==> src/rtl/nvs_pkg.sv <==
package nvs_pkg;

   typedef enum logic [1:0] {
      NVS_IDLE      = 2'd0,
      NVS_SETUP     = 2'd1,
      NVS_ACTIVE    = 2'd2,
      NVS_PRECHARGE = 2'd3
   } nvs_phase_e;

   function automatic int nvs_max3(input int a, input int b, input int c);
      int m;
      m = (a > b) ? a : b;
      return (m > c) ? m : c;
   endfunction

endpackage

==> src/rtl/nvs_phase_seq.sv <==
module nvs_phase_seq
   import nvs_pkg::*;
#(
   parameter int SETUP_CYC  = 1,
   parameter int ACTIVE_CYC = 3,
   parameter int PRE_CYC    = 2
) (
   input  logic       clk,
   input  logic       rst_n,
   input  logic       start,
   output nvs_phase_e phase,
   output logic       last_cyc
);

   localparam int MAXC = nvs_max3(SETUP_CYC, ACTIVE_CYC, PRE_CYC);
   localparam int CW   = (MAXC > 1) ? $clog2(MAXC) : 1;

   generate
      if (SETUP_CYC < 1 || ACTIVE_CYC < 1 || PRE_CYC < 1) begin : g_bad_len
         $error("nvs_phase_seq: every phase needs at least one cycle");
      end
   endgenerate

   nvs_phase_e phase_q, phase_d;

   always_comb begin
      phase_d = phase_q;
      unique case (phase_q)
         NVS_IDLE:      if (start)    phase_d = NVS_SETUP;
         NVS_SETUP:     if (last_cyc) phase_d = NVS_ACTIVE;
         NVS_ACTIVE:    if (last_cyc) phase_d = NVS_PRECHARGE;
         NVS_PRECHARGE: if (last_cyc) phase_d = NVS_IDLE;
         default:                     phase_d = NVS_IDLE;
      endcase
   end

   always_ff @(posedge clk) begin
      if (!rst_n) phase_q <= NVS_IDLE;
      else        phase_q <= phase_d;
   end

   // A ready-made variant for single-cycle phases: no counter at all.
   generate
      if (MAXC == 1) begin : g_no_count
         assign last_cyc = 1'b1;
      end else begin : g_count
         logic [CW-1:0] cnt_q, load_val;
         logic          load;
         assign load = (phase_d != phase_q);
         always_comb begin
            unique case (phase_d)
               NVS_SETUP:     load_val = CW'(SETUP_CYC - 1);
               NVS_ACTIVE:    load_val = CW'(ACTIVE_CYC - 1);
               NVS_PRECHARGE: load_val = CW'(PRE_CYC - 1);
               default:       load_val = '0;
            endcase
         end
         always_ff @(posedge clk) begin
            if (!rst_n)              cnt_q <= '0;
            else if (load)           cnt_q <= load_val;
            else if (cnt_q != '0)    cnt_q <= cnt_q - 1'b1;
         end
         assign last_cyc = (cnt_q == '0);
      end
   endgenerate

   assign phase = phase_q;

endmodule

==> src/rtl/nvs_strobe_dec.sv <==
module nvs_strobe_dec
   import nvs_pkg::*;
(
   input  nvs_phase_e phase,
   input  logic       wr,
   output logic       ce_n,
   output logic       oe_n,
   output logic       we_n,
   output logic       dq_oe
);

   logic live;

   assign live  = (phase == NVS_ACTIVE);
   assign ce_n  = ~live;
   assign oe_n  = ~(live & ~wr);
   assign we_n  = ~(live & wr);
   assign dq_oe = live & wr;

endmodule

==> src/rtl/nvs_rd_capture.sv <==
module nvs_rd_capture #(
   parameter int DW = 8
) (
   input  logic          clk,
   input  logic          rst_n,
   input  logic          cap_en,
   input  logic [DW-1:0] din,
   output logic [DW-1:0] rdata,
   output logic          rvalid
);

   logic [DW-1:0] data_q;
   logic          valid_q;

   always_ff @(posedge clk) begin
      if (!rst_n) begin
         data_q  <= '0;
         valid_q <= 1'b0;
      end else begin
         valid_q <= cap_en;
         if (cap_en) data_q <= din;
      end
   end

   assign rdata  = data_q;
   assign rvalid = valid_q;

endmodule

==> src/rtl/nvm_strobe_ctrl.sv <==
module nvm_strobe_ctrl
   import nvs_pkg::*;
#(
   parameter int AW         = 15,
   parameter int DW         = 8,
   parameter int SETUP_CYC  = 1,
   parameter int ACTIVE_CYC = 3,
   parameter int PRE_CYC    = 2
) (
   input  logic          clk,
   input  logic          rst_n,
   input  logic          req_valid,
   output logic          req_ready,
   input  logic          req_write,
   input  logic [AW-1:0] req_addr,
   input  logic [DW-1:0] req_wdata,
   output logic          rsp_valid,
   output logic [DW-1:0] rsp_rdata,
   input  logic          supply_fault,
   output logic [AW-1:0] mem_addr,
   output logic          mem_ce_n,
   output logic          mem_oe_n,
   output logic          mem_we_n,
   output logic [DW-1:0] mem_dq_out,
   output logic          mem_dq_oe,
   input  logic [DW-1:0] mem_dq_in
);

   localparam int RUN_W = $clog2(SETUP_CYC + ACTIVE_CYC + PRE_CYC + 2) + 1;

   generate
      if (AW < 1 || DW < 1) begin : g_bad_width
         $error("nvm_strobe_ctrl: AW and DW must be positive");
      end
   endgenerate

   nvs_phase_e    phase;
   logic          last_cyc, accept, cap_en;
   logic [AW-1:0] addr_q;
   logic [DW-1:0] wdata_q;
   logic          wr_q;

   // New work only from idle and only with a healthy supply.
   assign req_ready = (phase == NVS_IDLE) && !supply_fault;
   assign accept    = req_valid && req_ready;

   always_ff @(posedge clk) begin
      if (!rst_n) begin
         addr_q  <= '0;
         wdata_q <= '0;
         wr_q    <= 1'b0;
      end else if (accept) begin
         addr_q  <= req_addr;
         wdata_q <= req_wdata;
         wr_q    <= req_write;
      end
   end

   nvs_phase_seq #(
      .SETUP_CYC (SETUP_CYC),
      .ACTIVE_CYC(ACTIVE_CYC),
      .PRE_CYC   (PRE_CYC)
   ) i_seq (
      .clk     (clk),
      .rst_n   (rst_n),
      .start   (accept),
      .phase   (phase),
      .last_cyc(last_cyc)
   );

   nvs_strobe_dec i_dec (
      .phase(phase),
      .wr   (wr_q),
      .ce_n (mem_ce_n),
      .oe_n (mem_oe_n),
      .we_n (mem_we_n),
      .dq_oe(mem_dq_oe)
   );

   assign cap_en = (phase == NVS_ACTIVE) && last_cyc && !wr_q;

   nvs_rd_capture #(.DW(DW)) i_cap (
      .clk   (clk),
      .rst_n (rst_n),
      .cap_en(cap_en),
      .din   (mem_dq_in),
      .rdata (rsp_rdata),
      .rvalid(rsp_valid)
   );

   assign mem_addr   = addr_q;
   assign mem_dq_out = wdata_q;

   // Run-length trackers of the enable level, used by the checks below.
   logic [RUN_W-1:0] low_run, high_run;

   always_ff @(posedge clk) begin
      if (!rst_n) begin
         low_run  <= '0;
         high_run <= '1;
      end else if (mem_ce_n) begin
         low_run <= '0;
         if (high_run != '1) high_run <= high_run + 1'b1;
      end else begin
         high_run <= '0;
         if (low_run != '1) low_run <= low_run + 1'b1;
      end
   end

   assert_addr_stable_at_fall_R2: assert property (@(posedge clk) disable iff (!rst_n)
      $fell(mem_ce_n) |-> $stable(mem_addr));

   assert_pulse_width_R3: assert property (@(posedge clk) disable iff (!rst_n)
      $rose(mem_ce_n) |-> (low_run == RUN_W'(ACTIVE_CYC)));

   assert_rsp_single_R4: assert property (@(posedge clk) disable iff (!rst_n)
      rsp_valid |=> !rsp_valid);

   assert_precharge_gap_R6: assert property (@(posedge clk) disable iff (!rst_n)
      $fell(mem_ce_n) |-> (high_run >= RUN_W'(SETUP_CYC + PRE_CYC)));

   assert_busy_after_accept_R7: assert property (@(posedge clk) disable iff (!rst_n)
      accept |=> !req_ready);

   assert_fault_holds_idle_R8: assert property (@(posedge clk) disable iff (!rst_n)
      (supply_fault && phase == NVS_IDLE) |=> (phase == NVS_IDLE));

   assert_pulse_ends_in_precharge_R9: assert property (@(posedge clk) disable iff (!rst_n)
      !mem_ce_n |=> (!mem_ce_n || phase == NVS_PRECHARGE));

   assert_write_silent_R10: assert property (@(posedge clk) disable iff (!rst_n)
      !mem_we_n |=> !rsp_valid);

endmodule

==> config.mk <==
export PLATFORM = sky130hd
export DESIGN_NAME = nvm_strobe_ctrl
export DESIGN_NICKNAME = d
export VERILOG_FILES = /design/src/rtl/nvs_pkg.sv /design/src/rtl/nvs_phase_seq.sv /design/src/rtl/nvs_strobe_dec.sv /design/src/rtl/nvs_rd_capture.sv /design/src/rtl/nvm_strobe_ctrl.sv
export SDC_FILE = /design/constraint.sdc
export NUM_CORES = 1
export LEC_CHECK = 0
export ABC_AREA = 1
export BUFFER_PORTS_ARGS = -buffer_cell sky130_fd_sc_hd__buf_2
export CORE_UTILIZATION = 30
export DETAILED_ROUTE_END_ITERATION = 6
export GPL_TIMING_DRIVEN = 0
export PLACE_DENSITY = 0.69
export SYNTH_ARGS = -nofsm -noshare
export SYNTH_HDL_FRONTEND = slang
export SYNTH_SLANG_ARGS = --single-unit
==> constraint.sdc <==
create_clock -name clk -period 1.25 [get_ports clk]
set_clock_uncertainty 0.2 [all_clocks]
set_input_delay 0.125 -clock clk [delete_from_list [all_inputs] [get_ports clk]]
set_output_delay 0.125 -clock clk [all_outputs]
set_load 0.02 [all_outputs]
=== After elaboration in Yosys (flattened, before gate mapping) ===
Index checks and enable logic that the tools add are counted.
W data, S select, Z words.

* Register bits: 37
* Latch bits: 0
* RAM bits: 0
* ROM bits: 0
* Bits of input ports: 36
* Logic and storage cells: 38
* Memories: 0

* Add/subtract/negate cells: 1
* $mul: 0
* Div/mod/pow operators: 0
* $lt $le $gt $ge: 0
* Eq/ne operators: 6
* Shift-type cells: 0
* Multiplexer cells: 8
* Bitwise operators: 6
* Reduce and logical (&&, ||, !) cells: 10

{| class="wikitable"
|+ Operators with widths
! cell !! number
|-
| $mux W2 || 6
|-
| $eq A2 B2 Y1 const B || 4
|-
| $pmux W2 S4 || 1
|-
| $logic_and A1 B1 Y1 || 4
|-
| $logic_not A2 Y1 || 2
|-
| $not A1 Y1 || 4
|-
| $pmux W2 S2 || 1
|-
| $reduce_bool A2 Y1 || 2
|-
| $and A1 B1 Y1 || 2
|-
| $eq A2 B1 Y1 const B || 1
|-
| $logic_not A1 Y1 || 2
|-
| $ne A2 B2 Y1 || 1
|-
| $sub A2 B1 Y2 const B || 1
|}

=== Logic depth before layout (Yosys ltp) ===
* Depth in word-level cells: 8
* Mapped depth: 9
* Gate-level depth less buffers: 9

=== Hierarchy ===
From an unflattened synthesis, not the netlist that was laid out.

* Cells, all modules: 305
* Area total of the unflattened synthesis: 1,921.8 µm²

{| class="wikitable"
|+ Modules (own cells, without submodules)
! module !! instances !! cells an instance !! area each (µm²)
|-
| nvm_strobe_ctrl || 1 || 210 || 1,281.2
|-
| nvs_rd_capture || 1 || 54 || 375.4
|-
| nvs_phase_seq || 1 || 35 || 235.2
|-
| nvs_strobe_dec || 1 || 6 || 30.0
|}

=== Worst setup path after synthesis ===
OpenSTA, ideal clock, no wires.

* Kind: reg2out
* Start point: register i_seq.phase_q[1], in the netlist i_seq.phase[1]
* End point: output mem_we_n
* Arrival: 1.204 ns
* Required time: 0.925 ns
* Path slack: -0.279 ns
* Cell stages (with the launch flop): 6
* Buffers on the path: 0
* Cell sequence: dfxtp_1 > inv_2 > nor2_2 > inv_1 > nor2_1 > inv_1

* Longest elaborated chain between the ends: 3

{| class="wikitable"
|+ Ends and longest elaborated chain
! what !! line !! text
|-
| start, declared || nvs_phase_seq.sv:24 || <nowiki>nvs_phase_e phase_q, phase_d;</nowiki>
|-
| start signal, assigned || nvs_phase_seq.sv:39 || <nowiki>else phase_q <= phase_d;</nowiki>
|-
| $eq A2 B2 Y1 || nvs_strobe_dec.sv:14 || <nowiki>assign live = (phase == NVS_ACTIVE);</nowiki>
|-
| $and A1 B1 Y1 || - ||
|-
| net mem_dq_oe || nvm_strobe_ctrl.sv:25 || <nowiki>output logic mem_dq_oe,</nowiki>
|-
| $not A1 Y1 || nvs_strobe_dec.sv:17 || <nowiki>assign we_n = ~(live & wr);</nowiki>
|-
| end, declared || nvm_strobe_ctrl.sv:23 || <nowiki>output logic mem_we_n,</nowiki>
|}

The timed path passes the listed nets, and every way through them passes these cells.

=== Final worst setup path ===
* Start point: register i_seq.phase_q[0], in the netlist i_seq.phase[0]
* End point: register wdata_q[3], in the netlist mem_dq_out[3]

* Longest elaborated chain between the ends: 3

{| class="wikitable"
|+ Ends and longest elaborated chain
! what !! line !! text
|-
| $logic_not A2 Y1 || nvm_strobe_ctrl.sv:44 || <nowiki>assign req_ready = (phase == NVS_IDLE) && !supply_fault;</nowiki>
|-
| $logic_and A1 B1 Y1 || nvm_strobe_ctrl.sv:44 ||
|-
| $logic_and A1 B1 Y1 || nvm_strobe_ctrl.sv:45 || <nowiki>assign accept = req_valid && req_ready;</nowiki>
|-
| end signal, assigned || nvm_strobe_ctrl.sv:54 || <nowiki>wdata_q <= req_wdata;</nowiki>
|-
| end, declared || nvm_strobe_ctrl.sv:40 || <nowiki>logic [DW-1:0] wdata_q;</nowiki>
|}

Every way passes these cells.
A chain may end at the register's enable or synchronous reset.

==> results.yml <==
run_status:
  status: "finished with violations"
  violations: "negative setup slack"
floorplanning:
  die_y_um: 71.6
  rows: 24
  start_util_pct: 32.3
  die_w_um: 71.6
  core-area_um2: 4500
  dieArea_um2: 5130
  io_pins: 73
clocking:
  numCtsBuffers: 5
  insertion_delay_ns: 0.28
  cts_tree: "yes"
  cts_sinks: 37
  clockBufferDepth: 2
  cts-root-buf: "clkbuf_8"
  cts.clk_slew.worst_paths_ns: 0.07
  htreeDepth: 2
logic_synthesis:
  synth_top_area_share_pct: 50.9
  synth_nets: 225
  yosysSeqAreaShare_pct: 50.9
  synth_area_um2: 1460
  netlist_instances: 188
  avgSynthCellArea_um2: 7.74
  synth_top_cell_by_area: "dfxtp_1"
  ys_types: 20
  ys_ff_latch: 37
  yosysWarnings: 0
  synth.area.top_cells: "dfxtp_1 (51%), a21oi_1 (8.9%), nand2_1 (8.8%)"
routing:
  ant_nets: 0
  route.detailed.drc: 0
  first_pass_iters: 6
  drt-initial-drc-count: 59
  drt-total-wl_um: 4900
  via_count: 1768
  wl_per_cell_um: 13.2
  vias_per_cell: 4.75
placed_design:
  place_hpwl_um: 2530
  dp_slack_ns: -0.187
  port_buffers: 70
  placedCellCount: 310
  place.gp.congestion: 0.769
worst_setup_path:
  required_ns: 1.26
  crit_fanout: 5
  path_class: "flip-flop to flip-flop"
  crit_chain: "inv_4 > nand2_4 > nor2_8 > buf_6 > buf_6 > buf_6 > nand3_1 > a21oi_1"
  cp-start-kind: "flip-flop"
  cpPeakStageDelay_ns: 0.37
  cp-end-kind: "flip-flop"
  cpMostUsedCell: "buf_6"
  cp.arrival_ns: 1.46
  crit_slowest_cell: "dfxtp_4"
sta:
  relSlewSlack_pct: 55.7
  worst_pin_slew_ns: 0.665
  whs_ns: 0.0124
  timing.final.crit_share_pct: 116
  slew_viol_final: 0
  hold_viol: 0
  final.setup.tns_ns: -5.82
  fmaxAchievable_mhz: 689
  layout_setup_ws_ns: -0.202
  period_needed_ns: 1.45
  rsz0062_at_grt: "true"
  setup_viol: 40
cells_and_area:
  final_cells: 372
  mostFrequentLayoutCell: "buf_2"
  final_cell_mix: "buf_2 (67), dlygate4sd3_1 (34), dfxtp_1 (33), buf_6 (18), nand2_1 (17)"
  diodes: 0
  syn_to_final_growth_pct: 99.4
  drive_gt1_share_pct: 55.9
  finish.net_count: 356
grt:
  grt_antenna_before_repair: 0
  overflow: 0
  grt_pass1_vias: 1620
  grt_usage_pct: 19.6
  grt_max_degree: 12
  grt_pass1_wl_um: 7670
power:
  ir_drop_uv: 876
  p_per_area_nw_per_um2: 1680
  power_leakage_uw: 0.00129
hold_path:
  worstHoldPathType: "input port to flip-flop"
flow_run:
  cap_viol_max_count: 0
-- cell families after synthesis --
group	count (synthesis)	share of synthesized area, %
and+or+nand+nor	88	27.3
AOI/OAI and AO/OA	38	13.1
DFF	37	50.9
buffers and inverters	24	7.91
adders and majority gates	1	0.860
-- synthesized netlist by cell type (all sizes together) --
master,number
nor2,26
nand2,36
o21ai,12
a21oi,26
dfxtp,37
ha,1
clkbuf,2
inv,14
buf,8
nand3,26
-- final timing paths --
path	from	end	slack, ns	cells after the start
max	i_seq.phase[0]	mem_dq_out[3]	-0.20	8
min	rst_n	i_seq.g_count.cnt_q[1]	0.01	5
max reg2reg	i_seq.phase[0]	mem_dq_out[3]	-0.20	8
min reg2reg	mem_dq_out[2]	mem_dq_out[2]	0.26	2
-- layer usage --
metal	GRT usage (%)	part of all wire [%]	routed length (um)	up-vias
met4	7.63	1.7	84	0
met3	4.08	3.9	189	10
met1	24.2	43	2090	812
li1	-	-	-	885
met5	0	0	0	-
met2	33.2	52	2540	61
-- critical path, delay by kind of cell (launching register included) --
family / cells / cell delay [ns]
buffers and inverters: 4 / 0.42
AOI/OAI and AO/OA: 1 / 0.16
DFF: 1 / 0.37
and+or+nand+nor: 3 / 0.23
-- final cells by class --
type                       instances  area, um2
fill                             372       1600
timing repair buffer             123        926
multi-input combinational        128        901
sequential                        37        748
clock buffer                       7       86.3
buffer                            10       77.6
inverter                          14       67.6
tap                               52       65.1
clock inverter                     1       30.0
-- per-stage QoR --
step | area [um2] | power (uW) | utilization, %
6_report | 2900 | 4880 | 64.4
3_5_place_dp | 1900 | 2850 | 42.2
5_1_grt | 2900 | 5190 | 64.4
3_3_place_gp | 1900 | 2830 | 42.2
2_1_floorplan | 1490 | 2480 | -
4_1_cts | 2740 | 4630 | 60.9
-- registers in the layout (all words and copies together) (netlist names) --
register             flops
i_seq.g_count.cnt_q      2
i_cap.rdata              8
wr_q                     1
mem_addr                15
mem_dq_out               8
i_cap.rvalid             1
i_seq.phase              2
-- what timing repair did --
action                     CTS  global route
gates resized for setup     83            36
buffers inserted            13             3
setup endpoints to repair   40            42
hold endpoints to repair    33             0
hold buffers                34             0
pin swaps                   21            13
cloned                       4             0
-- power by group --
group	internal, uW	switching, uW	leakage (uW)	total, uW
combinational	1090	1230	0.000930	2310
clock	651	410	0.0000585	1060
sequential	1380	135	0.000303	1510
total	3110	1770	0.00129	4880
No activity file was read; power rests on OpenSTA's default activity.
